<file path="config.mk">
export PLATFORM = sky130hd
export DESIGN_NAME = conv_enc_multi
export DESIGN_NICKNAME = d
export VERILOG_FILES = /design/src/rtl/conv_enc_pkg.sv /design/src/rtl/conv_enc_core.sv /design/src/rtl/conv_enc_packer.sv /design/src/rtl/conv_enc_ctrl.sv /design/src/rtl/conv_enc_multi.sv
export SDC_FILE = /design/constraint.sdc
export NUM_CORES = 1
export LEC_CHECK = 0
export ABC_AREA = 1
export CAP_MARGIN = 0
export CORE_AREA = 4 4 74 76
export CTS_BUF_LIST = sky130_fd_sc_hd__clkbuf_8 sky130_fd_sc_hd__clkbuf_16
export DETAILED_ROUTE_END_ITERATION = 10
export DIE_AREA = 0 0 78 80
export SETUP_SLACK_MARGIN = 0.5
export SYNTH_ARGS = -nofsm -noshare
export SYNTH_HDL_FRONTEND = slang
export SYNTH_SLANG_ARGS = --single-unit
</file>
<file path="constraint.sdc">
create_clock -name clk -period 3.63 [get_ports clk]
set_input_delay 0.726 -clock clk [delete_from_list [all_inputs] [get_ports clk]]
set_output_delay 0.726 -clock clk [all_outputs]
set_load 0.01 [all_outputs]
</file>
<file path="src/rtl/conv_enc_pkg.sv">
package conv_enc_pkg;
  localparam int KMAX = 9;
  localparam int NGEN = 3;
  localparam int SRW  = KMAX - 1;

  typedef enum logic [1:0] {
    MODE_R2K9 = 2'd0,
    MODE_R3K9 = 2'd1,
    MODE_R3K7 = 2'd2,
    MODE_R2K7 = 2'd3
  } mode_e;

  typedef enum logic [1:0] {
    ST_RUN   = 2'd0,
    ST_TAIL  = 2'd1,
    ST_DRAIN = 2'd2
  } enc_state_e;

  // Short codes sit in the upper taps; the two oldest taps stay unused.
  function automatic logic [KMAX-1:0] short_taps(logic [6:0] g);
    return {g, 2'b00};
  endfunction

  function automatic logic [KMAX-1:0] gen_taps(mode_e m, int idx);
    logic [KMAX-1:0] t;
    t = '0;
    case (m)
      MODE_R2K9: t = (idx == 0) ? 9'o561 : (idx == 1) ? 9'o753 : '0;
      MODE_R3K9: t = (idx == 0) ? 9'o557 : (idx == 1) ? 9'o663 : 9'o711;
      MODE_R3K7: t = (idx == 0) ? short_taps(7'o133) :
                     (idx == 1) ? short_taps(7'o171) : short_taps(7'o165);
      default:   t = (idx == 0) ? short_taps(7'o133) :
                     (idx == 1) ? short_taps(7'o171) : '0;
    endcase
    return t;
  endfunction

  function automatic logic is_third(mode_e m);
    return (m == MODE_R3K9) || (m == MODE_R3K7);
  endfunction

  function automatic int unsigned tail_len(mode_e m);
    return ((m == MODE_R2K9) || (m == MODE_R3K9)) ? KMAX - 1 : 6;
  endfunction
endpackage

</file>
<file path="src/rtl/conv_enc_core.sv">
module conv_enc_core
  import conv_enc_pkg::*;
(
  input  logic            clk,
  input  logic            rst_n,
  input  mode_e           mode,
  input  logic            step,
  input  logic            clear,
  input  logic            din,
  output logic [NGEN-1:0] code
);
  logic [SRW-1:0]  sr_q, sr_d;
  logic [KMAX-1:0] win;

  assign win = {din, sr_q};

  always_comb begin
    sr_d = sr_q;
    if (clear)     sr_d = '0;
    else if (step) sr_d = {din, sr_q[SRW-1:1]};
  end

  always_ff @(posedge clk or negedge rst_n) begin
    if (!rst_n)              sr_q <= '0;
    else if (step || clear)  sr_q <= sr_d;
  end

  for (genvar g = 0; g < NGEN; g++) begin : g_par
    assign code[g] = ^(gen_taps(mode, g) & win);
  end
endmodule

</file>
<file path="src/rtl/conv_enc_packer.sv">
module conv_enc_packer #(
  parameter int CAP  = 4,
  parameter int NMAX = 3
) (
  input  logic            clk,
  input  logic            rst_n,
  input  logic            push,
  input  logic            wide,
  input  logic [NMAX-1:0] bits,
  input  logic            drain,
  output logic            out_valid,
  output logic [1:0]      out_data,
  output logic            out_pad,
  output logic            room_ok,
  output logic            empty
);
  localparam int CW = $clog2(CAP + 1);

  logic [CAP-1:0]  q_q, q_d;
  logic [CW-1:0]   cnt_q, cnt_d, popn, nin, left;
  logic [NMAX-1:0] bits_m;
  logic            pop2, pop1;

  always_comb begin
    pop2      = cnt_q >= CW'(2);
    pop1      = drain && (cnt_q == CW'(1));
    out_valid = pop2 || pop1;
    out_pad   = pop1 && !pop2;
    out_data  = pop2 ? q_q[1:0] : {1'b0, q_q[0]};
    popn      = pop2 ? CW'(2) : (pop1 ? CW'(1) : CW'(0));
    room_ok   = (CAP - int'(cnt_q) + int'(popn)) >= NMAX;
    empty     = cnt_q == '0;
    bits_m    = bits;
    if (!wide) bits_m[NMAX-1] = 1'b0;
    nin   = push ? (wide ? CW'(NMAX) : CW'(NMAX - 1)) : CW'(0);
    left  = cnt_q - popn;
    q_d   = (q_q >> popn);
    if (push) q_d = q_d | ({{(CAP-NMAX){1'b0}}, bits_m} << left);
    cnt_d = left + nin;
  end

  always_ff @(posedge clk or negedge rst_n) begin
    if (!rst_n) begin
      q_q   <= '0;
      cnt_q <= '0;
    end else begin
      q_q   <= q_d;
      cnt_q <= cnt_d;
    end
  end
endmodule

</file>
<file path="src/rtl/conv_enc_ctrl.sv">
module conv_enc_ctrl
  import conv_enc_pkg::*;
(
  input  logic  clk,
  input  logic  rst_n,
  input  mode_e mode_req,
  input  logic  flush,
  input  logic  in_valid,
  input  logic  room_ok,
  input  logic  empty,
  output logic  in_ready,
  output logic  step,
  output logic  din_zero,
  output logic  clear,
  output logic  drain,
  output mode_e cur_mode
);
  localparam int TW = $clog2(KMAX);

  enc_state_e    st_q, st_d;
  logic [TW-1:0] tc_q, tc_d;
  mode_e         cur_q, cur_d;
  logic          match, take, tail_step;

  assign cur_mode = cur_q;

  always_comb begin
    match     = mode_req == cur_q;
    clear     = (st_q == ST_RUN) && !match && empty;
    in_ready  = (st_q == ST_RUN) && match && room_ok;
    take      = in_valid && in_ready;
    tail_step = (st_q == ST_TAIL) && room_ok;
    step      = take || tail_step;
    din_zero  = st_q == ST_TAIL;
    drain     = st_q == ST_DRAIN;
    st_d  = st_q;
    tc_d  = tc_q;
    cur_d = cur_q;
    case (st_q)
      ST_RUN: begin
        if (clear) begin
          cur_d = mode_req;
        end else if (flush) begin
          st_d = ST_TAIL;
          tc_d = TW'(tail_len(cur_q));
        end
      end
      ST_TAIL: begin
        if (tail_step) begin
          tc_d = tc_q - TW'(1);
          if (tc_q == TW'(1)) st_d = ST_DRAIN;
        end
      end
      default: begin
        if (empty) st_d = ST_RUN;
      end
    endcase
  end

  always_ff @(posedge clk or negedge rst_n) begin
    if (!rst_n) begin
      st_q  <= ST_RUN;
      tc_q  <= '0;
      cur_q <= MODE_R2K9;
    end else begin
      st_q  <= st_d;
      tc_q  <= tc_d;
      cur_q <= cur_d;
    end
  end
endmodule

</file>
<file path="src/rtl/conv_enc_multi.sv">
module conv_enc_multi
  import conv_enc_pkg::*;
#(
  parameter int BUF_BITS = 4
) (
  input  logic       clk,
  input  logic       rst_n,
  input  logic [1:0] mode,
  input  logic       flush,
  input  logic       in_valid,
  input  logic       in_bit,
  output logic       in_ready,
  output logic       out_valid,
  output logic [1:0] out_data,
  output logic       out_pad
);
  mode_e            cur_mode;
  logic             step, din_zero, clear, drain, room_ok, empty, din;
  logic [NGEN-1:0]  code;

  assign din = din_zero ? 1'b0 : in_bit;

  conv_enc_ctrl u_ctrl (
    .clk(clk), .rst_n(rst_n), .mode_req(mode_e'(mode)), .flush(flush),
    .in_valid(in_valid), .room_ok(room_ok), .empty(empty),
    .in_ready(in_ready), .step(step), .din_zero(din_zero), .clear(clear),
    .drain(drain), .cur_mode(cur_mode)
  );

  conv_enc_core u_core (
    .clk(clk), .rst_n(rst_n), .mode(cur_mode), .step(step), .clear(clear),
    .din(din), .code(code)
  );

  conv_enc_packer #(.CAP(BUF_BITS), .NMAX(NGEN)) u_pack (
    .clk(clk), .rst_n(rst_n), .push(step), .wide(is_third(cur_mode)),
    .bits(code), .drain(drain), .out_valid(out_valid), .out_data(out_data),
    .out_pad(out_pad), .room_ok(room_ok), .empty(empty)
  );
endmodule

</file>
After elaboration in Yosys (flattened, before gate mapping)

Cells that the tools add are included.

Register bits: 23
Bits of input ports: 7
Output and inout port bits: 5

$add $sub $neg: 5
Order comparisons: 2
Equality and inequality tests: 11
Shifts and indexed selects: 2
Multiplexer cells: 24
Bitwise logic cells: 4
Reduce and logical (&&, ||, !) cells: 28

Operators by type and width:

| operator                                                                              | count |
|---|---|
| 32-bit by 4-bit adder with 32-bit output                                              | 1 |
| 32-bit by 3-bit greater-or-equal comparator with 1-bit output (second input constant) | 1 |
| 9-bit AND                                                                             | 3 |
| 9-bit parity                                                                          | 3 |
| 4-bit 2-to-1 mux                                                                      | 5 |
| 9-bit one-hot mux with 2 select lines                                                 | 1 |
| 8-bit 2-to-1 mux                                                                      | 2 |
| 7-bit one-hot mux with 2 select lines                                                 | 1 |
| 2-bit 2-to-1 mux                                                                      | 6 |
| 5-bit one-hot mux with 2 select lines                                                 | 1 |
| 1-bit logical AND                                                                     | 8 |
| 4-bit one-hot mux with 2 select lines                                                 | 1 |
| 3-bit 2-to-1 mux                                                                      | 2 |
| 1-bit logical OR                                                                      | 5 |
| 5-bit AND reduction                                                                   | 1 |
| 2-bit by 1-bit == test with 1-bit output (second input constant)                      | 2 |
| 2-bit == test (second input constant)                                                 | 2 |
| 4-bit by 1-bit == test with 1-bit output (second input constant)                      | 1 |
| 2-bit zero test                                                                       | 2 |
| 1-bit 2-to-1 mux                                                                      | 4 |
| 2-bit by 1-bit != test with 1-bit output (second input constant)                      | 2 |
| 2-bit != test (second input constant)                                                 | 2 |
| 4-bit OR                                                                              | 1 |
| 2-bit one-hot mux with 2 select lines                                                 | 1 |
| 15 further kinds                                                                      | 18 |

Logic depth before layout (Yosys ltp)

Depth after elaboration: 11
Depth in mapped cells: 23

Modules after synthesis

Synthesis repeated with hierarchy kept, for this count alone.

Cell total of the unflattened synthesis: 308
Area, all modules: 1,996.9 µm²

Modules (own cells, without submodules):

| module          | instances | cells each | area each (µm²) |
|---|---|---|---|
| conv_enc_core   | 1         | 130        | 779.5 |
| conv_enc_packer | 1         | 87         | 616.8 |
| conv_enc_ctrl   | 1         | 84         | 574.3 |
| conv_enc_multi  | 1         | 7          | 26.3 |

Worst setup path before layout

Ideal clock, no wire load.

Path kind: register to register
From: reg u_pack.cnt_q[0]
To: reg u_pack.cnt_q[2]
Library setup time: 0.131 ns
Data arrival time: 3.194 ns
Required time: 3.499 ns
Slack: 0.305 ns
Cell stages (with the launch flop): 22
Path buffers: 1
Path through: dfrtp_1 inv_1 ha_1 nor2_1 nand2_2 nor2_1 ha_1 ha_1 inv_1 nand2_2 nand3_1 ha_1 nand4_1 nor2_1 nand2_2 nand3_1 buf_4 nor2_1 ha_1 inv_1 fa_1 xnor2_1

Word-level cells in the longest chain between the ends: 11

Ends and longest elaborated chain:

| item                                                          | RTL line              | text |
|---|---|---|
| from (decl)                                                   | conv_enc_packer.sv:20 | `logic [CW-1:0] cnt_q, cnt_d, popn, nin, left;` |
| from (signal assigned)                                        | conv_enc_packer.sv:48 | `cnt_q <= cnt_d;` |
| 3-bit by 1-bit == test with 1-bit output                      | conv_enc_packer.sv:26 | `pop1 = drain && (cnt_q == CW'(1));` |
| 1-bit logical AND                                             | conv_enc_packer.sv:26 |  |
| 1-bit 2-to-1 mux                                              | conv_enc_packer.sv:30 | `popn = pop2 ? CW'(2) : (pop1 ? CW'(1) : CW'(0));` |
| 3-bit 2-to-1 mux                                              | conv_enc_packer.sv:30 |  |
| 32-bit by 4-bit adder with 32-bit output                      | conv_enc_packer.sv:31 | `room_ok = (CAP - int'(cnt_q) + int'(popn)) >= NMAX;` |
| 32-bit by 3-bit greater-or-equal comparator with 1-bit output | conv_enc_packer.sv:31 |  |
| 1-bit logical AND                                             | conv_enc_ctrl.sv:30   | `in_ready = (st_q == ST_RUN) && match && room_ok;` |
| 1-bit logical AND                                             | conv_enc_ctrl.sv:31   | `take = in_valid && in_ready;` |
| 1-bit logical OR                                              | conv_enc_ctrl.sv:33   | `step = take \|\| tail_step;` |
| 3-bit 2-to-1 mux                                              | conv_enc_packer.sv:35 | `nin = push ? (wide ? CW'(NMAX) : CW'(NMAX - 1)) : CW'(0);` |
| 3-bit adder *                                                 | conv_enc_packer.sv:39 | `cnt_d = left + nin;` |
| via u_pack.cnt_d[2]                                           | conv_enc_packer.sv:20 |  |

Mark *: on every way through the listed nets, which the timed path passes. The rest lies on a longest branch.
A chain may end at the register's enable or synchronous reset.

Worst setup path in the final report

From: reg u_pack.cnt_q[0]
To: out in_ready

Word-level cells in the longest chain between the ends: 7

Ends and longest elaborated chain:

| item                                                            | RTL line              | text |
|---|---|---|
| 3-bit by 1-bit == test with 1-bit output                        | conv_enc_packer.sv:26 |  |
| 1-bit logical AND                                               | conv_enc_packer.sv:26 |  |
| 1-bit 2-to-1 mux                                                | conv_enc_packer.sv:30 |  |
| 3-bit 2-to-1 mux                                                | conv_enc_packer.sv:30 |  |
| 32-bit by 4-bit adder with 32-bit output *                      | conv_enc_packer.sv:31 |  |
| 32-bit by 3-bit greater-or-equal comparator with 1-bit output * | conv_enc_packer.sv:31 |  |
| 1-bit logical AND *                                             | conv_enc_ctrl.sv:30   |  |
| to (decl)                                                       | conv_enc_multi.sv:12  | `output logic in_ready,` |

Every way passes the cells marked *; elsewhere a longest branch is shown, timed or not.

==> flow_summary_export.csv <==
group,metric,value,unit
status,status,"finished clean",
layout,layout_commonest_cell,"nand2_1",
worst_setup_path,path_max_fanout,4,
layout,drive_above_1_share,22.4,%
power,seq_power_share,19.0,%
clock_network,ctsHoldBuffers,0,
yosys,synthCells,317,
worst_setup_path,startpoint_type,"register",
routing,ant_nets,0,
placed_design,gp_congestion,0.820,
floorplanning,fp.dieArea,0.00624,mm²
clock_network,clk-insertion-delay-late,260,ps
power,total_power,2.53,mW
timing,hold_viol_final,0,
routing,wl_per_cell,12.0,µm
floorplanning,start_util,45.2,%
timing,fmax,0.302,GHz
routing,dr.first_iter.drc_count,81,
min_path,hold_class,"reg2reg",
timing,rsz0062_at_grt,"yes",
timing,hold_ws,497,ps
worst_setup_path,worstPathRequired,2900,ps
timing,slew_headroom,28.9,%
routing,first_pass_iters,4,
power,p_comb_share,74.6,%
power,p_sw_share,52.6,%
routing,routed_wl,5020,µm
clock_network,htree_levels,1,
floorplanning,placementRows,25,
yosys,synth-seq-cells,23,
power,power.density,944,mW/mm²
timing,setup_tns,0,ps
global_route,track_usage,16.7,%
timing,fin_crit,3310,ps
routing,vias,2028,
placed_design,io_buffers,11,
worst_setup_path,reg2reg_depth,23,
yosys,synthDistinctLibCells,26,
layout,mostFrequentLayoutCells,"nand2_1 (82), inv_1 (46), nand3_1 (38), dfrtp_1 (23), buf_4 (22)",
layout,n_antenna_cell,0,
worst_setup_path,end_kind,"output pin",
floorplanning,io_pins,12,
yosys,ys_seq_area_share,26.9,%
min_path,hold-path-cell-count,2,
layout,nets,384,
timing,finalWorstSetupSlack,318,ps
worst_setup_path,critical_path_class,"reg2out",
global_route,antenna_found_initial,0,
clock_network,clk_pin_slew,90,ps
floorplanning,die_w,78,µm
layout,nFillCells,457,
routing,drc_errors,0,
global_route,grt_pass1_vias,1948,
yosys,netlist_area,0.00214,mm²
worst_setup_path,crit_arrival,2590,ps
power,p_int,1.20,mW
power,vdd_ir_drop_max,401,µV
routing,via_per_inst,4.83,
floorplanning,die_h,80,µm
timing,setup_viol,0,
global_route,overflow,0,
job,maxCapViolCount,0,
yosys,syn-mean-instance-area,6.74,µm²
yosys,synth_warnings,0,
placed_design,post-place-ws,49.8,ps
floorplanning,coreArea,0.00472,mm²
placed_design,dp_hpwl,3580,µm
timing,worst_pin_slew,1060,ps
clock_network,root_buffer,"clkbuf_8",
timing,period_share,91.2,%
clock_network,cts_buffer_depth,2,
power,pwr-share-clk,6.4,%
global_route,grt_max_degree,24,
clock_network,cts_tree,"done",
layout,area_growth,25.2,%
clock_network,clock_sinks,23,
clock_network,cts_made_buffers,3,
power,power_switching,1.33,mW
timing,finClkSkew,5.38,ps
timing,drv_slew,0,
power,p_leak,1.33,nW
yosys,synth.net_count,347,
global_route,grt_pass1_wl,8520,µm
## final timing paths
check / end / slack (ps) / startpoint
min in group asynchronous: u_ctrl.tc_q[1] / 1030 / rst_n
setup / recovery: in_ready / 320 / u_pack.cnt_q[0]
max in group asynchronous: u_pack.q_q[0] / 1960 / rst_n
hold / removal: u_pack.q_q[3] / 500 / u_pack.q_q[3]
setup reg to reg: u_pack.cnt_q[1] / 450 / u_pack.cnt_q[0]
hold reg to reg: u_pack.q_q[3] / 500 / u_pack.q_q[3]
## synthesized netlist by cell type, drive strengths merged
cell	count	area, µm²
o21ai	25	129
xnor2	5	43.8
or2	1	6.26
nand2	98	413
a31oi	1	6.26
fa	1	20.0
nand4	8	50.1
a21oi	4	20.0
nand3	44	240
nor2	22	100
dfrtp	23	576
o22ai	3	18.8
buf	4	25.0
ha	22	275
nor3	1	5.00
inv	55	209
## registers in the layout, indices dropped and copies added, names as in the netlist
register / flops
u_core.sr_q: 8
u_ctrl.cur_mode: 2
u_ctrl.st_q: 2
u_ctrl.tc_q: 4
u_pack.cnt_q: 3
u_pack.q_q: 4
## critical path, stage by stage (launching register included)
cell     delay, ps
dfrtp_1        390
inv_2           60
ha_2           180
nor2_2          90
nand2_2        100
buf_4          150
nand2_2         90
nand2_1         60
inv_1           50
ha_1           130
inv_1           40
nand2_2         90
nand3_4         90
ha_4           270
nand4_1        100
nor2_2         130
nand2_2         70
nand2_2         70
nor2_1          40
buf_2          130
## area by class of cell
class	count	area [µm²]	share of cell area (%)
multi-input cells	235	1450	54.2
flip-flops and latches	23	576	21.5
repair buffers	36	308	11.5
inverters	55	213	7.95
well taps	67	83.8	3.13
clock buffers	3	41.3	1.54
clock inverters	1	3.75	0.140
## logic make-up after synthesis
family / after synthesis / synth area share (%)
adder cells (fa/ha/maj): 23 / 13.8
AND/OR/NAND/NOR: 174 / 38.1
buffers and inverters: 59 / 10.9
AO/OA/AOI/OAI: 33 / 8.14
flip-flops: 23 / 26.9
XOR/XNOR: 5 / 2.05
## power by group through the flow
stage | logic (mW) | registers [mW] | clock network, mW
2_1_floorplan | 1.24 | 0.450 | 0
3_3_place_gp | 1.52 | 0.480 | 0
3_5_place_dp | 1.53 | 0.481 | 0
4_1_cts | 1.62 | 0.476 | 0.166
5_1_grt | 2.14 | 0.494 | 0.180
6_report | 1.89 | 0.479 | 0.162
## per-stage QoR
stage | util (%) | instance area (µm²) | std cells
3_5_place_dp | 49.4 | 2330 | 393
4_1_cts | 53.1 | 2510 | 411
6_report | 56.7 | 2680 | 420
3_3_place_gp | 49.4 | 2330 | 393
5_1_grt | 56.7 | 2680 | 420
2_1_floorplan | - | 2150 | 317
## routing by layer
layer,up-vias,share of wire [%],track usage (%)
met5,-,0,0
met4,0,1.1,4.37
met3,4,1.8,1.69
met2,25,48,29.9
met1,916,49,21.4
li1,1083,-,-
## repair_timing
action,CTS,global route
pin swaps,8,15
buffers inserted,14,9
hold endpoints to repair,0,0
endpoints found under the setup margin,3,11
gates resized for setup,14,28
Power figures use the tool's default switching activity.
